<file path="src/rtl/otc_pkg.sv">
package otc_pkg;
    localparam int LINK_W = 24;
    localparam int DATA_W = 32;
    localparam logic [DATA_W-1:0] FILL_CMD = 32'h1100_0002;
    localparam logic [LINK_W-1:0] END_MARK = {LINK_W{1'b1}};

    typedef struct packed {
        logic [LINK_W-1:0] addr;
        logic [DATA_W-1:0] data;
    } wr_beat_t;

    function automatic logic [LINK_W-1:0] prev_link(input logic [LINK_W-1:0] a);
        return a - LINK_W'(4);
    endfunction

    function automatic logic [LINK_W-1:0] word_align(input logic [LINK_W-1:0] a);
        return {a[LINK_W-1:2], 2'b00};
    endfunction

    function automatic logic [DATA_W-1:0] widen(input logic [LINK_W-1:0] a);
        return {{(DATA_W-LINK_W){1'b0}}, a};
    endfunction
endpackage

</file>
<file path="src/rtl/otc_cmd_decode.sv">
module otc_cmd_decode
    import otc_pkg::*;
#(
    parameter int CNT_W = 32
) (
    input  logic              start,
    input  logic              idle,
    input  logic [DATA_W-1:0] ctrl_word,
    input  logic [CNT_W-1:0]  entry_count,
    output logic              launch,
    output logic              abort
);
    logic accept;
    logic has_work;

    always_comb begin
        accept   = start && idle;
        has_work = (ctrl_word == FILL_CMD) && (entry_count != '0);
        launch   = accept && has_work;
        abort    = accept && !has_work;
    end
endmodule

</file>
<file path="src/rtl/otc_walker.sv">
module otc_walker
    import otc_pkg::*;
#(
    parameter int CNT_W = 32
) (
    input  logic              clk,
    input  logic              rst,
    input  logic              launch,
    input  logic [LINK_W-1:0] base_addr,
    input  logic [CNT_W-1:0]  entry_count,
    input  logic              mem_ready,
    output logic              busy,
    output logic              last_accept,
    output wr_beat_t          beat
);
    logic [LINK_W-1:0] cur_addr;
    logic [CNT_W-1:0]  remain;
    logic              on_last;

    always_ff @(posedge clk) begin
        if (rst) begin
            busy     <= 1'b0;
            cur_addr <= '0;
            remain   <= '0;
        end else if (launch) begin
            busy     <= 1'b1;
            cur_addr <= word_align(base_addr);
            remain   <= entry_count;
        end else if (busy && mem_ready) begin
            cur_addr <= prev_link(cur_addr);
            remain   <= remain - CNT_W'(1);
            if (on_last) busy <= 1'b0;
        end
    end

    always_comb begin
        on_last     = (remain == CNT_W'(1));
        last_accept = busy && mem_ready && on_last;
        beat.addr   = cur_addr;
        beat.data   = on_last ? widen(END_MARK) : widen(prev_link(cur_addr));
    end
endmodule

</file>
<file path="src/rtl/otc_clear_engine.sv">
module otc_clear_engine
    import otc_pkg::*;
#(
    parameter int CNT_W = 32
) (
    input  logic              clk,
    input  logic              rst,
    input  logic              start,
    input  logic [31:0]       ctrl_word,
    input  logic [23:0]       base_addr,
    input  logic [CNT_W-1:0]  entry_count,
    input  logic              mem_ready,
    output logic              mem_wr_en,
    output logic [23:0]       mem_wr_addr,
    output logic [31:0]       mem_wr_data,
    output logic              busy,
    output logic              irq
);
    logic     launch;
    logic     abort;
    logic     last_accept;
    logic     walk_busy;
    wr_beat_t beat;

    otc_cmd_decode #(.CNT_W(CNT_W)) u_dec (
        .start       (start),
        .idle        (!walk_busy),
        .ctrl_word   (ctrl_word),
        .entry_count (entry_count),
        .launch      (launch),
        .abort       (abort)
    );

    otc_walker #(.CNT_W(CNT_W)) u_walk (
        .clk         (clk),
        .rst         (rst),
        .launch      (launch),
        .base_addr   (base_addr),
        .entry_count (entry_count),
        .mem_ready   (mem_ready),
        .busy        (walk_busy),
        .last_accept (last_accept),
        .beat        (beat)
    );

    always_ff @(posedge clk) begin
        if (rst) irq <= 1'b0;
        else     irq <= last_accept || abort;
    end

    always_comb begin
        busy        = walk_busy;
        mem_wr_en   = walk_busy;
        mem_wr_addr = beat.addr;
        mem_wr_data = beat.data;
    end
endmodule

</file>
<file path="config.mk">
export PLATFORM = sky130hd
export DESIGN_NAME = otc_clear_engine
export DESIGN_NICKNAME = d
export VERILOG_FILES = /design/src/rtl/otc_pkg.sv /design/src/rtl/otc_cmd_decode.sv /design/src/rtl/otc_walker.sv /design/src/rtl/otc_clear_engine.sv
export SDC_FILE = /design/constraint.sdc
export NUM_CORES = 1
export LEC_CHECK = 0
export BUFFER_PORTS_ARGS = -buffer_cell sky130_fd_sc_hd__buf_2
export CAP_MARGIN = 20
export CORE_MARGIN = 5
export CORE_UTILIZATION = 45
export DETAILED_ROUTE_END_ITERATION = 10
export GPL_ROUTABILITY_DRIVEN = 1
export PLACE_DENSITY = 0.82
export SLEW_MARGIN = 20
export SYNTH_ARGS = -nofsm -noshare
export SYNTH_HDL_FRONTEND = slang
export SYNTH_SLANG_ARGS = --single-unit
</file>
<file path="constraint.sdc">
create_clock -name clk -period 6.7 [get_ports clk]
set_input_delay 1.34 -clock clk [delete_from_list [all_inputs] [get_ports clk]]
set_output_delay 1.34 -clock clk [all_outputs]
set_load 0.03 [all_outputs]
</file>
* Yosys cells after proc, flatten, opt, wreduce, memory -nomap -nowiden
Cells that the tools add are included.
** Cells by class
- Add/subtract/negate cells :: 2
- Eq/ne operators :: 2
- Multiplexer cells :: 8
- Reduce and logical (&&, ||, !) cells :: 14
** Operator list (number)
- $mux W24 :: 3
- $mux W32 :: 2
- $eq A32 B1 Y1 const B :: 1
- $eq A32 B29 Y1 const B :: 1
- $reduce_bool A32 Y1 :: 1
- $sub A32 B1 Y32 const B :: 1
- $sub A24 B3 Y24 const B :: 1
- $logic_and A1 B1 Y1 :: 6
- $reduce_bool A2 Y1 :: 2
- $mux W1 :: 3
- $logic_not A1 Y1 :: 2
- $reduce_and A2 Y1 :: 1
- $reduce_or A2 Y1 :: 1
- $logic_or A1 B1 Y1 :: 1
** Storage, ports and cells
- Flip-flop bits (word level) :: 58
- Bits of input ports :: 92
- Logic and storage cells :: 31

* Logic depth before layout (Yosys ltp)
- Word-level depth :: 5
- Gate-level depth with buffers :: 8
- Mapped depth without buffers :: 7

* Hierarchy
Synthesis repeated with hierarchy kept, for this count alone.
** Unflattened totals
- Cells, all modules :: 485
- Area total of the unflattened synthesis :: 3702.3 µm²
** By module, submodules not included
- otc_walker :: times used 1, cells each 457, area each 3484.6 µm², sequential area each 1101.1 µm²
- otc_cmd_decode :: times used 1, cells each 24, area each 176.4 µm², sequential area each 0.0 µm²
- otc_clear_engine :: times used 1, cells each 4, area each 41.3 µm², sequential area each 20.0 µm²

* Least setup slack after synthesis
No wires, ideal clock.
- Path type :: register -> output
- From :: reg u_walk.remain[24]
- To :: out mem_wr_data[22]
- Arrival :: 2.175 ns
- Data required time :: 5.360 ns
- Setup slack :: 3.185 ns
- Cell stages (with the launch flop) :: 7
- Buffers on the path :: 2
- Cell sequence :: dfxtp_1 or4_4 or4_4 or3_1 buf_6 buf_6 nand2_1
** On the way
- Longest elaborated chain between the ends :: 2
** Ends and longest elaborated chain
- start: declaration :: RTL line otc_walker.sv:17 : logic [CNT_W-1:0] remain;
- start signal: assignment :: RTL line otc_walker.sv:28 : remain <= entry_count;
- start signal: assignment :: RTL line otc_walker.sv:31 : remain <= remain - CNT_W'(1);
- $eq A32 B1 Y1 :: RTL line otc_walker.sv:37 : on_last = (remain == CNT_W'(1));
- $mux W24 :: RTL line otc_walker.sv:40 : beat.data = on_last ? widen(END_MARK) : widen(prev_link(cur_addr));
- end: declaration :: RTL line otc_clear_engine.sv:15 : output logic [31:0] mem_wr_data,
Every way passes these cells.

* Worst setup path in the final report
- From :: reg u_walk.remain[24]
- To :: out mem_wr_data[6]
Same word-level chain as after synthesis.

==> impl_results.md <==
- Max_slew headroom: 39.76%
- CP max stage delay: 0.75 ns
- Number of flops mapped to enable cells by yosys: 0
- Post-Syn Area: 0.003759 mm2
- Cts bufs inserted: 5
- Data arrival, critical path: 2.98 ns
- Worst slack at placement: 2.703 ns
- Fillcell total: 784
- First-pass GRT wire length: 18650 um
- Number of setup violations in the final report: 0
- Slowest CP cell: or3_1
- Critical path launch point: u_walk.remain[24]
- Tcrit/Tclk final: 64.45%
- Critical Path Sink Type: output pin
- PwrDens: 130.2 mW/mm2
- Worst Tran Pin Value: 0.9036 ns
- Multi-input gate area: 0.002409 mm2
- Status: complete, no violations
- CP dominant cell by count: or4_4
- Core ar.: 0.008175 mm2
- Largest net degree at the start of global routing: 56
- Setup_tns: 0 ns
- Chip Width: 101.4 um
- WL final: 11730 um
- Buf/Inv on CP: 1
- Iter 0 DRT Violations: 247
- Die area: 0.01028 mm2
- WL per Instance: 16.61 um
- Crit. path cell count: 5
- Hold WS: 0.5007 ns
- End of the critical path: mem_wr_data[6]
- Root Driver: clkbuf_8
- Hold Vio Cnt, Final: 0
- Asr flop ratio synth: 0%
- Clock sink count: 56
- Vias in the first global route: 3961
- Seq/Total Area, Yosys: 29.83%
- Maxcap violations: 0
- Period minus WS final: 4.318 ns
- H-tree levels: 2
- Leading post-synthesis cells by instance count: 56 x dfxtp_1, 56 x nand2_1, 36 x nand3_1, 35 x a21oi_1, 25 x a31oi_1
- FF-to-FF setup slack: 4.05 ns
- Hpwl dp: 8649 um
- Yosys reg bits: 56
- Fraction of layout cells with a size suffix above 1: 27.95%
- # IOs: 151
- TritonCTS clock tree: built
- Overall Global Routing Usage: 21.77%
- # Post-CTS Setup Buffers: 0
- Resized cells post-CTS: 0
- Number of antenna diodes: 0
- Clock buffer depth: 2
- Worst r2r src: u_walk.remain[24]
- Syn Area/Cell: 7.718 um2
- DIE HEIGHT: 101.4 um
- Drt drc: 0
- Post-synthesis cell count: 487
- Critical Path Source Type: flop
- Critical path cell sequence: or4_4 > or4_4 > or3_1 > nand3_1 > buf_2
- Maximum fanout along the worst path: 24
- Yosys top cell area share: 29.83%
- Iteration count of the initial detailed-routing pass: 4
- Hold-fix buffers at CTS: 0
- Main synth FF type: dfxtp_1
- Placement Rows: 33
- HP Class: reg2reg
- GRT Residual Overflow: 0
- R2R Path End: irq
- Vias per std cell: 5.989
- Ranking of synthesized cells by area: dfxtp_1 30%, nand2_1 5.6%, nand3_1 4.8%, a21oi_1 4.7%, a31oi_1 4.2%
- Worst skew pair latency: 0.31 ns
- Crit-path leading delay family: simple AND/OR/NAND/NOR gates
- Clock skew: 0.01011 ns
- CP Data Required Time: 5.36 ns
- Pins over their slew limit: 0
- Register area: 0.001121 mm2
- PortBufs: 138
- Clock transition at the registers of the reported paths: 0.11 ns
- Gpl congestion: 0.9204
- R2R cell count: 5
- Critical path class: reg2out
- Netlist cell types: 57
- Initial antenna violation count: 0
- Leak: 1.873 nW
- Worst vdd ir: 0.08627 mV
- Fin nets: 695
- Syn-to-layout area delta: 19.94%
- RSZ-0062 raised after global routing: false
- Total number of vias: 4228
- Synth area leader: dfxtp_1
- Syn. warnings: 0
- DRT antenna net count: 0
- Effective utilization at floorplan: 45.97%
- Final WS setup: 2.382 ns
- Max frequency: 231.6 MHz
## area by class of cell
cell class	count	area share [%]
Inverter	6	0.4996
Tap cell	105	2.914
Sequential cell	56	24.87
Clock buffer	6	1.832
Clock inverter	2	0.3053
Multi-Input combinational cell	388	53.43
Timing Repair Buffer	143	16.15
## how the worst min path moves through the flow
stage | slack, ns | cells after the start | to | from
3_3_place_gp | 0.47 | 2 | u_walk.remain[20] | u_walk.remain[20]
3_5_place_dp | 0.49 | 2 | u_walk.remain[1] | u_walk.remain[1]
5_1_grt | 0.52 | 2 | u_walk.remain[1] | u_walk.remain[1]
6_report | 0.50 | 2 | u_walk.remain[20] | u_walk.remain[20]
4_1_cts | 0.50 | 2 | u_walk.remain[1] | u_walk.remain[1]
2_1_floorplan | 0.46 | 2 | u_walk.remain[20] | u_walk.remain[20]
## cells in the final DEF, fill, tap and decap left out, types with 11 or more instances in the layout
cell,n
nor2_1,21
or3_1,14
xor2_1,11
nor4_1,20
nand3_1,36
a21oi_1,35
nand2_1,56
o211ai_1,16
a2bb2oi_1,11
a31oi_1,25
dfxtp_1,56
buf_2,138
nand4_1,14
nor3_1,23
## cells by family after synthesis
family	Yosys count	synth area share [%]
DFF	56	29.83
xor gates and xnor gates	19	4.427
other	1	0.09977
AOI/OAI and AO/OA	122	22.47
adders and majority gates	3	0.9988
muxes	3	0.8655
and+or+nand+nor	231	33.99
buffers and inverters	52	7.323
## worst min-delay path, cell delays in order, from the launching register on
cell and delay [ns]:
dfxtp_1 0.34, nand3_1 0.07, a21oi_1 0.05
## state kept, by name, summed over array words and instances (netlist names)
| register | count |
|---|---|
| u_walk.busy | 1 |
| irq | 1 |
| u_walk.cur_addr | 22 |
| u_walk.remain | 32 |
## power breakdown
part | internal (mW) | switching [mW]
Combinational | 0.0221 | 0.0295
Clock | 0.0851 | 0.117
Sequential | 0.333 | 0.0000811
## through the flow
step                      total power [mW]  std cells  instance area [um2]  utilization, %
after floorplan                     0.3634        496                 3792               -
after global placement              0.3912        697                 4404           53.87
after detailed placement            0.3915        697                 4404           53.87
after CTS                           0.5904        705                 4501           55.05
after global routing                0.6081        706                 4508           55.14
final                               0.5872        706                 4508           55.14
## metal layers
layer	part of all wire (%)	vias to the layer above	track usage, %
met5	0	-	0
met4	2.3	0	7.566
li1	-	2068	-
met2	49	165	36.62
met3	7.6	22	3.375
met1	41	1973	28.31
Note: power is estimated with default switching activity, not from simulation.
